**config.mk**
```make
export PLATFORM = sky130hd
export DESIGN_NAME = simd_fpx_ctrl
export DESIGN_NICKNAME = d
export VERILOG_FILES = /design/src/rtl/fpx_pkg.sv /design/src/rtl/fpx_lane_merge.sv /design/src/rtl/fpx_csr.sv /design/src/rtl/fpx_fault_sel.sv /design/src/rtl/simd_fpx_ctrl.sv
export SDC_FILE = /design/constraint.sdc
export NUM_CORES = 1
export LEC_CHECK = 0
export BUFFER_PORTS_ARGS = -buffer_cell sky130_fd_sc_hd__buf_4
export CAP_MARGIN = 20
export CORE_MARGIN = 3
export CORE_UTILIZATION = 30
export CTS_BUF_LIST = sky130_fd_sc_hd__clkbuf_8
export DETAILED_ROUTE_END_ITERATION = 10
export PLACE_DENSITY = 0.79
export SLEW_MARGIN = 20
export SYNTH_ARGS = -nofsm -noshare
export SYNTH_HDL_FRONTEND = slang
export SYNTH_SLANG_ARGS = --single-unit
```
**constraint.sdc**
```tcl
create_clock -name clk -period 1.3 [get_ports clk]
set_input_delay 0.065 -clock clk [delete_from_list [all_inputs] [get_ports clk]]
set_output_delay 0.065 -clock clk [all_outputs]
set_load 0.1 [all_outputs]
```
**src/rtl/fpx_pkg.sv**
```systemverilog
package fpx_pkg;

  localparam int NCLS     = 6;
  localparam int CSR_W    = 16;
  localparam int FLAG_LSB = 0;
  localparam int MASK_LSB = 7;

  typedef logic [NCLS-1:0] cls_vec_t;

  typedef enum logic [2:0] {
    CLS_INVALID  = 3'd0,
    CLS_DENORMAL = 3'd1,
    CLS_DIVZERO  = 3'd2,
    CLS_OVERFLOW = 3'd3,
    CLS_UNDERFLW = 3'd4,
    CLS_INEXACT  = 3'd5
  } cls_idx_e;

  typedef enum logic [1:0] {
    ROUTE_NONE  = 2'd0,
    ROUTE_SIMD  = 2'd1,
    ROUTE_UNDEF = 2'd2
  } fault_route_e;

  // Assemble the visible word; reserved bits read zero.
  function automatic logic [CSR_W-1:0] csr_pack(input cls_vec_t flags, input cls_vec_t masks);
    logic [CSR_W-1:0] w;
    w = '0;
    w[FLAG_LSB +: NCLS] = flags;
    w[MASK_LSB +: NCLS] = masks;
    return w;
  endfunction

  // Decide the fault kind for one completing instruction.
  function automatic fault_route_e route_fault(input logic done, input cls_vec_t cond,
                                               input cls_vec_t masks, input logic os_en);
    if (!done || ((cond & ~masks) == '0)) return ROUTE_NONE;
    return os_en ? ROUTE_SIMD : ROUTE_UNDEF;
  endfunction

endpackage

```
**src/rtl/fpx_lane_merge.sv**
```systemverilog
module fpx_lane_merge
  import fpx_pkg::*;
#(
  parameter int LANES = 4
) (
  input  logic [LANES-1:0]      lane_act,
  input  logic [LANES*NCLS-1:0] lane_cond,
  output cls_vec_t              cond_any
);

  cls_vec_t gated [LANES];

  for (genvar g = 0; g < LANES; g++) begin : g_lane
    assign gated[g] = lane_cond[g*NCLS +: NCLS] & {NCLS{lane_act[g]}};
  end

  always_comb begin
    cond_any = '0;
    for (int l = 0; l < LANES; l++) cond_any = cond_any | gated[l];
  end

endmodule

```
**src/rtl/fpx_csr.sv**
```systemverilog
module fpx_csr
  import fpx_pkg::*;
(
  input  logic             clk,
  input  logic             rst_n,
  input  logic             ld,
  input  logic [CSR_W-1:0] wdata,
  input  logic             done,
  input  cls_vec_t         cond_any,
  output cls_vec_t         flags,
  output cls_vec_t         masks,
  output cls_vec_t         mask_eff,
  output logic [CSR_W-1:0] rdata
);

  cls_vec_t flag_base, flag_nxt;
  logic     wdata_unused;

  assign wdata_unused = ^wdata;

  // Load first, then merge the completing instruction's conditions.
  assign flag_base = ld ? wdata[FLAG_LSB +: NCLS] : flags;
  assign mask_eff  = ld ? wdata[MASK_LSB +: NCLS] : masks;
  assign flag_nxt  = flag_base | (done ? cond_any : '0);

  always_ff @(posedge clk or negedge rst_n) begin
    if (!rst_n) begin
      flags <= '0;
      masks <= '1;
    end else begin
      flags <= flag_nxt;
      masks <= mask_eff;
    end
  end

  assign rdata = csr_pack(flags, masks);

  assert_flag_merge_R2: assert property (@(posedge clk) disable iff (!rst_n)
    done |=> ((flags & $past(cond_any)) == $past(cond_any)));

  assert_flag_sticky_R3: assert property (@(posedge clk) disable iff (!rst_n)
    (!ld && !done) |=> (flags == $past(flags)) && (masks == $past(masks)));

  assert_load_masks_R4: assert property (@(posedge clk) disable iff (!rst_n)
    ld |=> (masks == $past(wdata[MASK_LSB +: NCLS])));

  assert_reserved_zero_R4: assert property (@(posedge clk) disable iff (!rst_n)
    (rdata[CSR_W-1:MASK_LSB+NCLS] == '0) && (rdata[MASK_LSB-1:FLAG_LSB+NCLS] == '0));

endmodule

```
**src/rtl/fpx_fault_sel.sv**
```systemverilog
module fpx_fault_sel
  import fpx_pkg::*;
(
  input  logic     clk,
  input  logic     rst_n,
  input  logic     done,
  input  cls_vec_t cond_any,
  input  cls_vec_t mask_eff,
  input  logic     os_en,
  output logic     simd_fault,
  output logic     undef_fault
);

  fault_route_e route;
  logic         unmasked_hit;

  assign route        = route_fault(done, cond_any, mask_eff, os_en);
  assign unmasked_hit = (route != ROUTE_NONE);

  always_ff @(posedge clk or negedge rst_n) begin
    if (!rst_n) begin
      simd_fault  <= 1'b0;
      undef_fault <= 1'b0;
    end else begin
      simd_fault  <= (route == ROUTE_SIMD);
      undef_fault <= (route == ROUTE_UNDEF);
    end
  end

  assert_simd_needs_os_R5: assert property (@(posedge clk) disable iff (!rst_n)
    simd_fault |-> $past(os_en));

  assert_undef_without_os_R6: assert property (@(posedge clk) disable iff (!rst_n)
    undef_fault |-> !$past(os_en));

  assert_masked_silent_R7: assert property (@(posedge clk) disable iff (!rst_n)
    (done && ((cond_any & ~mask_eff) == '0)) |=> !simd_fault && !undef_fault);

  assert_one_fault_R8: assert property (@(posedge clk) disable iff (!rst_n)
    $onehot0({simd_fault, undef_fault}));

  assert_fault_after_done_R8: assert property (@(posedge clk) disable iff (!rst_n)
    (simd_fault || undef_fault) |-> $past(done));

  assert_hit_reported_R5: assert property (@(posedge clk) disable iff (!rst_n)
    unmasked_hit |=> (simd_fault || undef_fault));

endmodule

```
**src/rtl/simd_fpx_ctrl.sv**
```systemverilog
module simd_fpx_ctrl
  import fpx_pkg::*;
#(
  parameter int LANES  = 4,
  parameter int CTL_W  = 32,
  parameter int OS_BIT = 10
) (
  input  logic                  clk,
  input  logic                  rst_n,
  input  logic                  done_i,
  input  logic [LANES-1:0]      lane_act_i,
  input  logic [LANES*NCLS-1:0] lane_cond_i,
  input  logic                  csr_ld_i,
  input  logic [CSR_W-1:0]      csr_wdata_i,
  output logic [CSR_W-1:0]      csr_rdata_o,
  input  logic [CTL_W-1:0]      sys_ctl_i,
  output logic                  simd_fault_o,
  output logic                  undef_fault_o
);

  cls_vec_t cond_any, flags, masks, mask_eff;
  logic     os_en;
  logic     ctl_unused;

  assign os_en      = sys_ctl_i[OS_BIT];
  assign ctl_unused = ^sys_ctl_i;

  fpx_lane_merge #(.LANES(LANES)) u_merge (
    .lane_act  (lane_act_i),
    .lane_cond (lane_cond_i),
    .cond_any  (cond_any)
  );

  fpx_csr u_csr (
    .clk      (clk),
    .rst_n    (rst_n),
    .ld       (csr_ld_i),
    .wdata    (csr_wdata_i),
    .done     (done_i),
    .cond_any (cond_any),
    .flags    (flags),
    .masks    (masks),
    .mask_eff (mask_eff),
    .rdata    (csr_rdata_o)
  );

  fpx_fault_sel u_fault (
    .clk         (clk),
    .rst_n       (rst_n),
    .done        (done_i),
    .cond_any    (cond_any),
    .mask_eff    (mask_eff),
    .os_en       (os_en),
    .simd_fault  (simd_fault_o),
    .undef_fault (undef_fault_o)
  );

  // Loaded masks, not the old ones, govern a coinciding completion.
  assert_load_wins_R9: assert property (@(posedge clk) disable iff (!rst_n)
    (csr_ld_i && done_i && ((cond_any & ~csr_wdata_i[MASK_LSB +: NCLS]) == '0))
      |=> !simd_fault_o && !undef_fault_o);

  assert_flags_seen_R2: assert property (@(posedge clk) disable iff (!rst_n)
    csr_rdata_o[FLAG_LSB +: NCLS] == flags && csr_rdata_o[MASK_LSB +: NCLS] == masks);

endmodule

```
**Word-level counts from Yosys, hierarchy flattened**

Index checks and enable logic that the tools add are counted.

- Equal/unequal tests: 2
- Mux-type cells: 7
- Bitwise operators: 10
- Reductions and logical operators: 3

Operators with widths:

| cell | number |
|---|---|
| $and A6 B6 Y6 | 5 |
| $or A6 B6 Y6 | 4 |
| $mux W6 | 3 |
| $logic_not A6 Y1 | 1 |
| $mux W2 | 3 |
| $not A6 Y6 | 1 |
| $eq A2 B1 Y1 const B | 1 |
| $eq A2 B2 Y1 const B | 1 |
| $logic_not A1 Y1 | 1 |
| $logic_or A1 B1 Y1 | 1 |
| $mux W1 | 1 |

- Register bits: 14
- Bits of input ports: 80
- Logic and storage cells: 26

**Logic depth before layout (Yosys ltp)**

Gate-level depths: netlist of run 1.

- Depth in word-level cells: 10
- Gate-level depth with buffers: 5
- Mapped depth without buffers: 4

**By module**

Synthesis of run 1 repeated with hierarchy kept, for this count alone.

- Cell total of the unflattened synthesis: 86
- Area total of the unflattened synthesis: 878.3 um^2

Modules (own cells, without submodules):

| module | instances | cells an instance | area each (um^2) | sequential area each (um^2) |
|---|---|---|---|---|
| fpx_csr | 1 | 54 | 623.1 | 307.8 |
| fpx_fault_sel | 1 | 14 | 142.6 | 50.0 |
| fpx_lane_merge | 1 | 18 | 112.6 | 0.0 |

**Worst setup path before layout of run 1**

No wires, ideal clock.

- Path kind: reg-to-reg
- From: reg u_csr.masks[0]
- To: reg u_fault.simd_fault
- Setup time: 0.129 ns
- Arrival time: 1.503 ns
- Data required time: 1.171 ns
- Path slack: -0.332 ns
- Stages on the path, launching flop included: 5
- Path buffers: 0
- Cell sequence: dfstp_2 > mux2_4 > a21oi_2 > nor4_2 > a21oi_1

- Cells in the longest elaborated chain, start to end: 8

Ends and longest elaborated chain:

| what | line | RTL |
|---|---|---|
| start: declaration | fpx_csr.sv:11 | `output cls_vec_t masks,` |
| start signal: assignment | fpx_csr.sv:32 | `masks <= mask_eff;` |
| $mux W6 | fpx_csr.sv:23 | `assign mask_eff = ld ? wdata[MASK_LSB +: NCLS] : masks;` |
| named net mask_eff[0] | simd_fpx_ctrl.sv:21 | `cls_vec_t cond_any, flags, masks, mask_eff;` |
| $not A6 Y6 | fpx_pkg.sv:37 | `if (!done \|\| ((cond & ~masks) == '0)) return ROUTE_NONE;` |
| $and A6 B6 Y6 | fpx_pkg.sv:37 |  |
| $logic_not A6 Y1 | fpx_pkg.sv:37 |  |
| $logic_or A1 B1 Y1 | fpx_pkg.sv:37 |  |
| $mux W1 | fpx_pkg.sv:37 |  |
| $mux W2 | fpx_pkg.sv:38 | `return os_en ? ROUTE_SIMD : ROUTE_UNDEF;` |
| $eq A2 B1 Y1 | fpx_fault_sel.sv:25 | `simd_fault <= (route == ROUTE_SIMD);` |
| end signal: assignment | fpx_fault_sel.sv:25 |  |
| end: declaration | fpx_fault_sel.sv:10 | `output logic simd_fault,` |

The timed path passes the listed nets, and every way through them passes these cells.

**Worst setup path in the final report of run 1**

Same ends and word-level chain as after synthesis.

==> out/results.ini, run 1 <==
[yosys]
ys_seq_area_share_pct=46.05
synth_area_um2=777.0
ys_warn_count=0
synth.ff_latch_count=14
syn-mean-instance-area_um2=11.10
synthDistinctLibCells=19
synth_top_area_share_pct=25.76
netlist_instances=70
synth_top_area_cell=dfrtp_1
synthTopCellsByArea=dfrtp_1 (26%), dfstp_2 (20%), a22oi_1 (12%), a221o_1 (7.7%), mux2_4 (5.8%)

[placed_design]
place_inst=152
preCtsSetupSlack_ps=-79.61
numPortBuffers=58
place_hpwl_um=2028
gp_congestion=0.7172

[sta]
finalHoldViolCount=0
layout_setup_ws_ps=-55.46
fin_skew_ps=1.822
final_max_slew_viol_count=0
finalSetupViolCount=2
post-route-period-util_pct=104.3
fin_crit_ps=1355
whs_ps=56.95
rsz0062_at_grt=true
max_freq_mhz=737.8

[grt]
grt_max_degree=19
use_met3_pct=4.138
antenna_found_initial=0
grt_overflow_total=0
grtUsageMet2_pct=28.38
grt_most_used_layer=met2
grt_pass1_vias=882
use_met1_pct=19.94
grt_use_total_pct=16.62
grt_pass1_wl_um=4160

[detailed_routing]
wl_um=2553
drtIter0Drc=11
drtPass1Iterations=4
routedWlPerCell_um=16.16
ant_nets=0
drc=0
num_vias=813
via_per_inst=5.146

[die]
die_x_um=56.89
start_util_pct=33.21
die-area_um2=3236
io_pins=98
rows=17
core_um2=2340
die_h_um=56.89

[setup_path]
r2r-end=u_fault.simd_fault
cp_data_required_time_ps=1420
crit_start=u_csr.masks[0]
cp_num_buf_inv=0
crit_arrival_ps=1470
slowest_delay_ps=610
r2r_cells=4
crit_fanout=2
cp-endpoint=u_fault.simd_fault
cp_cell_sequence=mux2_4, a21oi_4, nor4_4, a21oi_1
reg2reg_from=u_csr.masks[0]
reg2reg_slack_ps=-60
worst_path_dominant_cell_family=flip-flops
worstSetupPathDepth=4
cp-start-kind=flip-flop
slowest_stage=dfstp_4
end_kind=flip-flop
crit_type=reg2reg

[clock_tree]
cts-root-buf=clkbuf_8
cts_max_level=1
insertion_delay_ps=240
cts.path.max_buffers=2
cts.clk_slew.worst_paths_ps=60
cts.sinks=14
cts_buffers=3
tritoncts=yes

[power_and_ir_drop]
p_leak_uw=0.0006211
p_switching_uw=690.6
combPwrFrac_pct=45.4
p_seq_share_pct=32.2
vdd_drop_max_mv=0.7467
power.density_nw_per_um2=1240
sw_frac_of_total_pct=42.40
internal-power_uw=938.0
clockPowerShare_pct=22.4

[final_layout]
antenna-diode-count=0
nNetsFinal=211
layout.cells.non_filler=158
area_growth_pct=69.08
drive_above_1_share_pct=63.85

[status]
violations=negative setup slack
status=finished with violations

[run]
maxCapViolations=0

[worst_hold_path]
hold_path_class=in2reg

power by group through the flow:
stage	Clock [µW]	Sequential, µW	Combinational (µW)
after CTS	366	525	723
after global routing	398	531	772
final	364	524	740
after floorplan	0	852	193
after detailed placement	0	532	719
after global placement	0	530	710
cells by family (layout without fill, tap and decap cells):
| group | Yosys count | count (layout) | share of synthesized area, % |
|---|---|---|---|
| AOI/OAI and AO/OA | 26 | 26 | 25.44 |
| and+or+nand+nor | 16 | 16 | 11.43 |
| DFF | 14 | 14 | 46.05 |
| buffers and inverters | 7 | 64 | 6.440 |
| muxes | 6 | 6 | 10.14 |
| other | 1 | 4 | 0.4826 |
cell usage after synthesis:
cell type  count
nor2_1         1
nand2_1        7
dfrtp_1        8
nor2b_1        4
conb_1         1
buf_4          4
mux2_4         3
a21oi_2        2
a22oi_1       12
buf_1          1
and2b_1        2
a221o_1        6
nor4_2         1
a21oi_1        6
buf_6          1
buf_2          1
dfstp_2        6
nand2b_1       1
mux2_2         3
worst min-delay path by stage:
stage                    from                   to  slack [ps]  cells past startpoint
2_1_floorplan           rst_n       u_csr.flags[0]        -230                      0
3_3_place_gp            rst_n       u_csr.flags[2]         -80                      1
3_5_place_dp            rst_n   u_fault.simd_fault         -80                      1
4_1_cts        csr_wdata_i[4]       u_csr.flags[4]          60                      2
5_1_grt         sys_ctl_i[10]  u_fault.undef_fault          60                      3
6_report       csr_wdata_i[4]       u_csr.flags[4]          60                      2
state kept, by name, summed over array words and instances (netlist names):
name                 flops
u_fault.simd_fault       1
u_csr.masks              6
u_fault.undef_fault      1
u_csr.flags              6
repair_timing:
| item | in CTS | in global routing |
|---|---|---|
| endpoints found under the setup margin | 2 | 2 |
| hold buffers | 1 | 0 |
| pin swaps | 1 | 3 |
| buffers inserted | 0 | 1 |
| gates resized for setup | 0 | 2 |
| endpoints found under the hold margin | 14 | 0 |
per-stage QoR:
stage               setup TNS (ps)  total power [µW]  utilization [%]  area (µm²)
finish                      -102.9              1629            56.15        1314
detailed placement          -152.5              1250            52.78        1235
global placement            -121.2              1239            52.78        1235
floorplan                   -439.4              1045                -       814.5
CTS                         -178.5              1615            55.13        1290
global route                -200.5              1701            56.15        1314
cell usage in the layout (no fill, tap or decap), types with 2 or more instances in the layout:
master    netlist  layout
a21oi_1         6       6
a221o_1         6       6
a22oi_1        12      12
and2b_1         2       2
buf_4           4      59
clkbuf_8        0       3
conb_1          1       4
dfrtp_1         8       2
dfrtp_2         0       6
dfstp_2         6       2
dfstp_4         0       4
mux2_2          3       2
mux2_4          3       4
nand2_1         7       7
nor2b_1         4       4
layer usage:
layer / up-vias / routed length [µm]
met4: 0 / 61
met1: 383 / 989
met5: - / 0
met3: 8 / 223
li1: 376 / -
met2: 46 / 1278
cell type report:
cell class / count / area, µm²
sequential: 14 / 380.4
multi-input combinational: 52 / 400.4
timing repair buffer: 60 / 452.9
fill: 209 / 1026
clock inverter: 1 / 3.754
tap: 28 / 35.03
clock buffer: 3 / 41.29
Note: power is estimated with default switching activity, not from simulation.
==> run 2, diff against run 1 <==
- CTS_BUF_LIST: sky130_fd_sc_hd__clkbuf_8 -> sky130_fd_sc_hd__clkbuf_4 sky130_fd_sc_hd__clkbuf_8 sky130_fd_sc_hd__clkbuf_16
==> run 2 against run 1 <==
Combinational power about the same. Sequential share of layout area increased by 0.42 points. Clock power decreased by 29%. Largest power group unchanged. Critical path type unchanged. Sequential power about the same. Cell area is 1.4% lower. The flow still finishes with violations (negative setup slack). Die area unchanged. Register-to-register slack about the same. Critical endpoint unchanged. Global-route usage up 0.71 points. First-iteration DRC count is 18% lower.
==> out/results.ini, run 2 (synthesis gave the netlist of run 1 again) <==
[status]
status=finished with violations
violations=negative setup slack

[power_and_ir_drop]
power.density_nw_per_um2=1175  ; -5.2%
p_leak_uw=0.0006133  ; -1.3%
vdd_drop_max_mv=0.7688  ; +3.0%

[clock_tree]
tritoncts=yes
cts_buffers=3  ; unchanged
cts-root-buf=clkbuf_4
cts.clk_slew.worst_paths_ps=90  ; +30 ps
cts.path.max_buffers=2  ; unchanged
cts.sinks=14  ; unchanged
insertion_delay_ps=280  ; +40 ps
cts_max_level=1  ; unchanged

[die]
die-area_um2=3236  ; unchanged
rows=17  ; unchanged
die_x_um=56.89  ; unchanged
start_util_pct=33.21  ; unchanged
core_um2=2340  ; unchanged
die_h_um=56.89  ; unchanged
io_pins=98  ; unchanged

[setup_path]
end_kind=flip-flop
r2r_cells=4  ; unchanged
reg2reg_slack_ps=-70  ; about the same
cp_cell_sequence=mux2_4, a21oi_4, nor4_4, a21oi_1
worst_path_dominant_cell_family=flip-flops
r2r-end=u_fault.simd_fault
crit_fanout=2  ; unchanged
cp-start-kind=flip-flop
cp_num_buf_inv=0  ; unchanged
slowest_delay_ps=620  ; about the same
cp_data_required_time_ps=1460  ; +40 ps
crit_arrival_ps=1520  ; +50 ps
reg2reg_from=u_csr.masks[0]
crit_type=reg2reg
slowest_stage=dfstp_4

[final_layout]
nNetsFinal=211  ; unchanged
fin_util_pct=55.35  ; -0.80 points
reg.largest.list=u_csr.flags (6), u_csr.masks (6)
final_cell_mix=buf_4 (59), a22oi_1 (12), nand2_1 (7)
antenna-diode-count=0  ; unchanged
fillers=211  ; +0.96%
area_growth_pct=66.67
drive_above_1_share_pct=63.85  ; unchanged
final_common_cell=buf_4

[grt]
antenna_found_initial=0  ; unchanged
grt_pass1_wl_um=4222  ; +1.5%
grtUsageMet2_pct=28.87  ; +0.49 points
grt_pass1_vias=891  ; +1.0%
grt_use_total_pct=17.33  ; +0.71 points
grt_max_degree=19  ; unchanged
grt_overflow_total=0  ; unchanged
grt_most_used_layer=met2
use_met1_pct=19.80  ; -0.14 points
use_met3_pct=4.828  ; +0.69 points

[worst_hold_path]
hold_path_class=in2reg
hold_path_depth=2  ; unchanged
hp-start=csr_wdata_i[4]
hold_end=u_csr.flags[4]

[sta]
max_freq_mhz=732.4  ; -0.73%
layout_setup_ws_ps=-65.45  ; -9.987 ps
final_max_slew_viol_count=0  ; unchanged
finalSetupViolCount=2  ; unchanged
finalHoldViolCount=0  ; unchanged
rsz0062_at_grt=true
fin_crit_ps=1365  ; +9.987 ps
post-route-period-util_pct=105.0  ; +0.77 points
fin_skew_ps=5.064  ; +3.242 ps
tns_ps=-122.9  ; -20.00 ps

[detailed_routing]
num_vias=810  ; -0.37%
drtPass1Iterations=4  ; unchanged
wl_um=2609  ; +2.2%
via_per_inst=5.127  ; -0.37%
drc=0  ; unchanged
drtIter0Drc=9  ; -2
ant_nets=0  ; unchanged
routedWlPerCell_um=16.51  ; +2.2%

[placed_design]
gp_congestion=0.7172  ; unchanged
place_hpwl_um=2028  ; unchanged
numPortBuffers=58  ; unchanged

[run]
maxCapViolations=0  ; unchanged

[run 2: changes by cell type in the layout (fill, tap and decap cells not counted)]
cell      before  now
clkbuf_4       0    3
clkbuf_8       3    0
[run 2: layout make-up]
class / instances / area [µm²] / share of cell area, %
Sequential cell: 14 / 380.4 / 29.37
Tap cell: 28 / 35.03 / 2.705
Clock buffer: 3 / 22.52 / 1.739
Timing Repair Buffer: 60 / 452.9 / 34.98
Multi-Input combinational cell: 52 / 400.4 / 30.92
Clock inverter: 1 / 3.754 / 0.2899
[run 2: where the power goes]
part	switching, µW	internal (µW)
sequential	21.5	502
combinational	514	226
clock	146	111
[run 2: worst max path at each step]
stage          cells after the start            endpoint      startpoint  slack [ps]
3_3_place_gp                       4  u_fault.simd_fault  u_csr.masks[1]         -60
3_5_place_dp                       4  u_fault.simd_fault  u_csr.masks[1]         -80
4_1_cts                            4  u_fault.simd_fault  u_csr.masks[1]        -100
2_1_floorplan                      4  u_fault.simd_fault  u_csr.masks[1]        -220
5_1_grt                            4  u_fault.simd_fault  u_csr.masks[3]        -110
6_report                           4  u_fault.simd_fault  u_csr.masks[0]         -70
[run 2: per-layer routing]
| layer | vias to the layer above | part of all wire [%] |
|---|---|---|
| met5 | - | 0 |
| met4 | 0 | 3.1 |
| met3 | 8 | 8.3 |
| met2 | 46 | 49 |
| met1 | 380 | 39 |
| li1 | 376 | - |
[run 2: repair_timing]
item                                    in CTS  in global routing
pin swaps                                    1                  3
hold endpoints to repair                    14                  0
resized for setup                            0                  2
hold buffers                                 1                  0
endpoints found under the setup margin       2                  2
setup buffers                                0                  1
[run 2: stage by stage]
step                      cells  hold WS (ps)  total power, µW  worst slack (ps)  instance area, µm²
after global placement      152        -78.52             1239            -60.86                1235
after detailed placement    152        -75.13             1250            -79.61                1235
after CTS                   157         13.27             1510            -97.05                1271
after floorplan              73        -230.6             1045            -219.7               814.5
after global routing        158         3.889             1601            -113.7                1295
final                       158         20.66             1521            -65.45                1295
